**src/rtl/thr_pkg.sv**
```systemverilog
package thr_pkg;
  typedef enum logic [2:0] {
    ST_NORMAL,
    ST_SW_WAIT,
    ST_DOWN_WAIT,
    ST_HOLD,
    ST_UP_WAIT
  } thr_state_e;

  // Width of a counter that must reach n-1 (at least one bit).
  function automatic int unsigned cnt_width(input int unsigned n);
    return (n < 2) ? 1 : $clog2(n);
  endfunction
endpackage

```
**src/rtl/thr_hold_timer.sv**
```systemverilog
module thr_hold_timer #(
  parameter int unsigned HOLD_CYC = 1000
) (
  input  logic clk,
  input  logic rst_n,
  input  logic en_i,
  output logic expire_o
);
  localparam int unsigned CW = thr_pkg::cnt_width(HOLD_CYC);
  localparam logic [CW-1:0] LAST = CW'(HOLD_CYC - 1);

  logic [CW-1:0] cnt_q;

  function automatic logic [CW-1:0] step(input logic [CW-1:0] c);
    return (c == LAST) ? '0 : c + CW'(1);
  endfunction

  assign expire_o = en_i && (cnt_q == LAST);

  always_ff @(posedge clk or negedge rst_n) begin
    if (!rst_n)    cnt_q <= '0;
    else if (en_i) cnt_q <= step(cnt_q);
    else           cnt_q <= '0;
  end

  // The hold window restarts after an expiry, so two expiries are never adjacent
  p_no_back_to_back_r6: assert property (@(posedge clk) disable iff (!rst_n)
    (HOLD_CYC > 1 && expire_o) |=> !expire_o);

  // While running and not expiring, the count advances by one
  p_count_advance_r5: assert property (@(posedge clk) disable iff (!rst_n)
    (en_i && !expire_o) |=> (!en_i || cnt_q != '0));
endmodule

```
**src/rtl/thr_irq_status.sv**
```systemverilog
module thr_irq_status (
  input  logic clk,
  input  logic rst_n,
  input  logic ev_down_i,
  input  logic ev_up_i,
  input  logic clr_i,
  output logic irq_o,
  output logic irq_up_o
);
  logic any_ev;
  assign any_ev = ev_down_i || ev_up_i;

  always_ff @(posedge clk or negedge rst_n) begin
    if (!rst_n) begin
      irq_o    <= 1'b0;
      irq_up_o <= 1'b0;
    end else if (any_ev) begin
      irq_o    <= 1'b1;
      irq_up_o <= ev_up_i;
    end else if (clr_i) begin
      irq_o    <= 1'b0;
    end
  end

  p_irq_sticky_r7: assert property (@(posedge clk) disable iff (!rst_n)
    (irq_o && !clr_i) |=> irq_o);

  p_irq_down_dir_r7: assert property (@(posedge clk) disable iff (!rst_n)
    ev_down_i |=> (irq_o && !irq_up_o));

  p_irq_up_dir_r7: assert property (@(posedge clk) disable iff (!rst_n)
    ev_up_i |=> (irq_o && irq_up_o));

  p_irq_one_event_r7: assert property (@(posedge clk) disable iff (!rst_n)
    !(ev_down_i && ev_up_i));
endmodule

```
**src/rtl/thr_seq_fsm.sv**
```systemverilog
module thr_seq_fsm #(
  parameter int unsigned PW          = 4,
  parameter int unsigned RESET_PT    = 8,
  parameter int unsigned THR_RESET_PT = 2
) (
  input  logic          clk,
  input  logic          rst_n,
  input  logic          hot_i,
  input  logic          tgt_wr_i,
  input  logic [PW-1:0] tgt_pt_i,
  input  logic          thr_wr_i,
  input  logic [PW-1:0] thr_pt_i,
  input  logic          ack_i,
  input  logic          tmr_expire_i,
  output logic          req_o,
  output logic [PW-1:0] req_pt_o,
  output logic [PW-1:0] cur_pt_o,
  output logic          hold_en_o,
  output logic          ev_down_o,
  output logic          ev_up_o
);
  import thr_pkg::*;

  localparam logic [PW-1:0] RST_PT = PW'(RESET_PT);
  localparam logic [PW-1:0] RST_TH = PW'(THR_RESET_PT);

  thr_state_e    st_q;
  logic [PW-1:0] thr_q;
  logic [PW-1:0] saved_q;
  logic          pend_v_q;
  logic [PW-1:0] pend_pt_q;

  // Named internal events
  logic start_down, take_pend, cool_expire, ack_any;
  assign start_down  = (st_q == ST_NORMAL) && hot_i;
  assign take_pend   = (st_q == ST_NORMAL) && !hot_i && pend_v_q;
  assign cool_expire = (st_q == ST_HOLD) && tmr_expire_i && !hot_i;
  assign ack_any     = req_o && ack_i;
  assign hold_en_o   = (st_q == ST_HOLD);
  assign ev_down_o   = (st_q == ST_DOWN_WAIT) && ack_i;
  assign ev_up_o     = (st_q == ST_UP_WAIT) && ack_i;

  // Throttle point register and queued software target
  always_ff @(posedge clk or negedge rst_n) begin
    if (!rst_n) begin
      thr_q     <= RST_TH;
      pend_v_q  <= 1'b0;
      pend_pt_q <= RST_PT;
    end else begin
      if (thr_wr_i) thr_q <= thr_pt_i;
      if (tgt_wr_i) begin
        pend_v_q  <= 1'b1;
        pend_pt_q <= tgt_pt_i;
      end else if (take_pend) begin
        pend_v_q  <= 1'b0;
      end
    end
  end

  // Transition sequencing
  always_ff @(posedge clk or negedge rst_n) begin
    if (!rst_n) begin
      st_q     <= ST_NORMAL;
      req_o    <= 1'b0;
      req_pt_o <= RST_PT;
      cur_pt_o <= RST_PT;
      saved_q  <= RST_PT;
    end else begin
      if (ack_any) begin
        req_o    <= 1'b0;
        cur_pt_o <= req_pt_o;
      end
      case (st_q)
        ST_NORMAL: begin
          if (start_down) begin
            req_o    <= 1'b1;
            req_pt_o <= thr_q;
            saved_q  <= cur_pt_o;
            st_q     <= ST_DOWN_WAIT;
          end else if (take_pend) begin
            req_o    <= 1'b1;
            req_pt_o <= pend_pt_q;
            st_q     <= ST_SW_WAIT;
          end
        end
        ST_SW_WAIT:   if (ack_i) st_q <= ST_NORMAL;
        ST_DOWN_WAIT: if (ack_i) st_q <= ST_HOLD;
        ST_HOLD: begin
          if (cool_expire) begin
            req_o    <= 1'b1;
            req_pt_o <= saved_q;
            st_q     <= ST_UP_WAIT;
          end
        end
        ST_UP_WAIT:   if (ack_i) st_q <= ST_NORMAL;
        default:      st_q <= ST_NORMAL;
      endcase
    end
  end

  p_req_hold_r4: assert property (@(posedge clk) disable iff (!rst_n)
    (req_o && !ack_i) |=> (req_o && $stable(req_pt_o)));

  p_cur_on_ack_r2: assert property (@(posedge clk) disable iff (!rst_n)
    ack_any |=> (cur_pt_o == $past(req_pt_o)));

  p_down_target_r3: assert property (@(posedge clk) disable iff (!rst_n)
    start_down |=> (req_o && req_pt_o == $past(thr_q)));

  p_hold_gated_r5: assert property (@(posedge clk) disable iff (!rst_n)
    (hold_en_o && !(tmr_expire_i && !hot_i)) |=> !req_o);

  p_up_target_r5: assert property (@(posedge clk) disable iff (!rst_n)
    cool_expire |=> (req_o && req_pt_o == saved_q));

  p_restore_kept_r8: assert property (@(posedge clk) disable iff (!rst_n)
    (st_q != ST_NORMAL && tgt_wr_i) |=> $stable(saved_q));
endmodule

```
**src/rtl/thr_throttle_ctrl.sv**
```systemverilog
module thr_throttle_ctrl #(
  parameter int unsigned PW           = 4,
  parameter int unsigned HOLD_CYC     = 1000,
  parameter int unsigned RESET_PT     = 8,
  parameter int unsigned THR_RESET_PT = 2
) (
  input  logic          clk,
  input  logic          rst_n,
  input  logic          hot_i,
  input  logic          tgt_wr_i,
  input  logic [PW-1:0] tgt_pt_i,
  input  logic          thr_wr_i,
  input  logic [PW-1:0] thr_pt_i,
  input  logic          ack_i,
  output logic          req_o,
  output logic [PW-1:0] req_pt_o,
  output logic [PW-1:0] cur_pt_o,
  output logic          irq_o,
  output logic          irq_up_o,
  input  logic          irq_clr_i
);
  logic hold_en, tmr_expire, ev_down, ev_up;

  thr_seq_fsm #(
    .PW(PW), .RESET_PT(RESET_PT), .THR_RESET_PT(THR_RESET_PT)
  ) u_fsm (
    .clk(clk), .rst_n(rst_n), .hot_i(hot_i),
    .tgt_wr_i(tgt_wr_i), .tgt_pt_i(tgt_pt_i),
    .thr_wr_i(thr_wr_i), .thr_pt_i(thr_pt_i),
    .ack_i(ack_i), .tmr_expire_i(tmr_expire),
    .req_o(req_o), .req_pt_o(req_pt_o), .cur_pt_o(cur_pt_o),
    .hold_en_o(hold_en), .ev_down_o(ev_down), .ev_up_o(ev_up)
  );

  thr_hold_timer #(.HOLD_CYC(HOLD_CYC)) u_timer (
    .clk(clk), .rst_n(rst_n), .en_i(hold_en), .expire_o(tmr_expire)
  );

  thr_irq_status u_irq (
    .clk(clk), .rst_n(rst_n),
    .ev_down_i(ev_down), .ev_up_i(ev_up), .clr_i(irq_clr_i),
    .irq_o(irq_o), .irq_up_o(irq_up_o)
  );
endmodule

```
**config.mk**
```make
export PLATFORM = sky130hd
export DESIGN_NAME = thr_throttle_ctrl
export DESIGN_NICKNAME = d
export VERILOG_FILES = /design/src/rtl/thr_pkg.sv /design/src/rtl/thr_hold_timer.sv /design/src/rtl/thr_irq_status.sv /design/src/rtl/thr_seq_fsm.sv /design/src/rtl/thr_throttle_ctrl.sv
export SDC_FILE = /design/constraint.sdc
export NUM_CORES = 1
export LEC_CHECK = 0
export BUFFER_PORTS_ARGS = -buffer_cell sky130_fd_sc_hd__buf_4
export CAP_MARGIN = 40
export CORE_AREA = 2 2 62 64
export DETAILED_ROUTE_END_ITERATION = 12
export DIE_AREA = 0 0 64 66
export GPL_TIMING_DRIVEN = 0
export PLACE_DENSITY_LB_ADDON = 0.12
export SLEW_MARGIN = 0
export SYNTH_ARGS = -nofsm -noshare
export SYNTH_HDL_FRONTEND = slang
export SYNTH_SLANG_ARGS = --single-unit
```
**constraint.sdc**
```tcl
create_clock -name clk -period 2.3 [get_ports clk]
set_clock_uncertainty 0.15 [all_clocks]
set_input_delay 0.345 -clock clk [delete_from_list [all_inputs] [get_ports clk]]
set_output_delay 0.345 -clock clk [all_outputs]
set_load 0.1 [all_outputs]
```
==> run_results.csv <==
group,metric,value,unit
die,start_util,47.4,%
setup_path,start_kind,"flop",
timing,setup_viol,0,
final_layout,fillers,298,
setup_path,arrival,2.09,ns
clock_tree,post_cts_resized,0,
routing,wl,3000,microns
die,num_io_pins,26,
timing,slew_headroom,70.0,%
setup_path,critPathMaxStageDelay,0.39,ns
final_layout,fin_cells,222,
setup_path,crit_buf_inv,2,
final_layout,drive_gt1_share,32.2,%
setup_path,path_delay_family,"multiplexers",
die,die_area,4220,sq um
global_routing,grt_max_degree,38,
clock_tree,cts_root_buf,"clkbuf_4",
clock_tree,path_clk_slew,0.11,ns
clock_tree,max-clock-path-buffers,2,
logic_synthesis,synth_edf_count,0,
logic_synthesis,synth-seq-cells,37,
final_layout,final_cell_mix,"dfrtp_1 (32), buf_4 (25), nor2_1 (18)",
clock_tree,cts_buffers,5,
setup_path,worstSetupPathType,"flop to flop",
routing,vias,1130,
timing,slew_violations,0,
timing,fin_crit_sh,87.5,%
logic_synthesis,synth_area_per_cell,12.0,sq um
clock_tree,cts.htree.levels,2,
status,status,"finished clean",
logic_synthesis,synth_area_leaders,"dfrtp_1 (48%), dfstp_2 (7.8%), mux2_2 (6.7%), nor2_1 (4.0%), mux2_1 (4.0%)",
routing,antenna_left,0,
routing,wire_per_inst,13.5,microns
clock_tree,hold_buffers,1,
die,rows,22,
logic_synthesis,yosys_warnings,0,
timing,timing.hold.ws,0.0365,ns
die,dieWidth,64,microns
power,power_per_cell_area,1110,nW/um^2
logic_synthesis,synth.top_cell.area_share,47.5,%
logic_synthesis,synth_largest_area_cell,"dfrtp_1",
power,peakVddDrop,972,uV
placed_design,hpwl,2210,microns
clock_tree,clk_latency,0.33,ns
global_routing,track_usage,16.8,%
logic_synthesis,yosys.cell_types.count,35,
placed_design,port_buffers,25,
timing,rsz0062_at_grt,"no",
final_layout,final_nets,189,
global_routing,grt_pass1_vias,1146,
final_layout,n_antenna_cell,0,
logic_synthesis,yosysSeqAreaShare,55.3,%
routing,remaining_drc_errors,0,
clock_tree,cts_setup_buffers,0,
final_layout,postLayoutCoreUtil,56.1,%
die,die-height,66,microns
die,core,3550,sq um
routing,drt_iter0_markers,66,
logic_synthesis,ys.flop_type,"dfrtp_1",
logic_synthesis,synthArstFlopShare,100,%
timing,fmaxAchievable,497,MHz
final_layout,area_growth_syn_to_layout,18.4,%
setup_path,slowest_stage,"dfrtp_1",
clock_tree,cts_tree,"built",
final_layout,mostFrequentLayoutCell,"dfrtp_1",
run,maxCapViolations,0,
timing,finalHoldViolCount,0,
setup_path,cp_max_fo,10,
routing,routed_via_density,5.09,
setup_path,path_cells,"clkbuf_1, nor4b_1, buf_2, mux2i_1, a21oi_1, mux2_4",
logic_synthesis,mappedNetlistArea,1680,sq um
logic_synthesis,syn-num-nets,156,
timing,tightest_slew,0.450,ns
global_routing,antenna_found_initial,0,
setup_path,worstPathRequired,2.38,ns
power,leakagePower,0.922,nW
routing,dr.pass1.iters,4,
placed_design,place_ws,0.289,ns
global_routing,grt_pass1_wl,5260,microns
timing,period_needed,2.01,ns
timing,worst_slack,0.288,ns
placed_design,dp_cells,213,
placed_design,gp_congestion,0.770,
worst_hold_path,min_path_type,"primary input to flop",
logic_synthesis,synthCells,140,
global_routing,grt-ovfl-total,0,
timing,setup_tns,0,ns
clock_tree,clock-sinks,37,
setup_path,end_kind,"flop",
==> worst reg2reg max path, delay by kind of cell (launching register included) <==
kind,cells,cell delay [ns]
buffers and inverters,2,0.49
AO/OA/AOI/OAI,1,0.10
AND/OR/NAND/NOR,1,0.27
multiplexers,2,0.51
flip-flops,1,0.39
==> report_power, final <==
part           internal (mW)  leakage (nW)  total [mW]  switching [mW]
clock                  0.116        0.0320       0.314           0.198
combinational          0.267         0.438       0.980           0.713
sequential             0.814         0.452       0.928           0.114
total                   1.20         0.922        2.22            1.03
==> synthesized netlist by cell type (2+ instances only) <==
library cell / count
nand2_1: 5
nor3_1: 3
buf_2: 3
a21oi_1: 6
o21ai_1: 3
mux2_4: 4
nor2_1: 18
inv_1: 4
xnor2_1: 6
clkbuf_1: 2
dfstp_2: 5
mux2i_1: 4
nand2b_1: 4
dfrtp_1: 32
mux2_1: 6
xor2_1: 2
mux2_2: 10
and3_1: 3
nand3_1: 4
==> final timing paths <==
kind	from	end	slack, ns	depth (start not counted)
min in group asynchronous	rst_n	u_timer.cnt_q[7]	0.34	2
hold / removal	irq_clr_i	u_irq.irq_o	0.04	2
hold reg to reg	u_timer.cnt_q[0]	u_timer.cnt_q[0]	0.35	1
setup / recovery	u_fsm.st_q[0]	u_fsm.req_pt_o[1]	0.29	6
max in group asynchronous	rst_n	u_fsm.pend_pt_q[3]	1.31	2
setup reg to reg	u_fsm.st_q[0]	u_fsm.req_pt_o[1]	0.29	6
==> metrics by stage <==
step	power [mW]	instance area, sq um
CTS	2.25	1990
global route	2.35	1990
detailed placement	1.93	1930
global placement	1.90	1930
floorplan	1.70	1680
finish	2.22	1990
==> cell type report <==
type                       count  area (sq um)  area share [%]
buffer                         5          22.5            1.13
tap                           48          60.1            3.01
clock inverter                 2          10.0           0.502
clock buffer                   6          41.3            2.07
timing repair buffer          26           198            9.92
sequential                    37           932            46.8
multi-input combinational     94           714            35.8
inverter                       4          15.0           0.753
==> layer usage <==
layer | track usage, % | wire (microns)
met5 | 0 | 0
met4 | 6.52 | 48
met3 | 5.11 | 109
met2 | 29.4 | 1590
met1 | 19.2 | 1250
==> cells by family after synthesis <==
kind of cell | Yosys count | share of synthesized area, %
mux | 24 | 16.6
xor+xnor | 8 | 4.16
flops | 37 | 55.3
fa+ha+maj | 1 | 0.743
simple gates | 44 | 13.5
buf+inv | 9 | 2.23
compound gates | 17 | 7.36
==> state kept, by name, indices dropped and copies added (netlist names) <==
name and flops:
u_fsm.req_o 1, u_fsm.saved_q 4, u_timer.cnt_q 10, u_fsm.thr_q 4, u_fsm.pend_pt_q 4, u_fsm.pend_v_q 1
u_irq.irq_up_o 1, u_fsm.req_pt_o 4, u_irq.irq_o 1, u_fsm.cur_pt_o 4, u_fsm.st_q 3
Power figures use the tool's default switching activity.
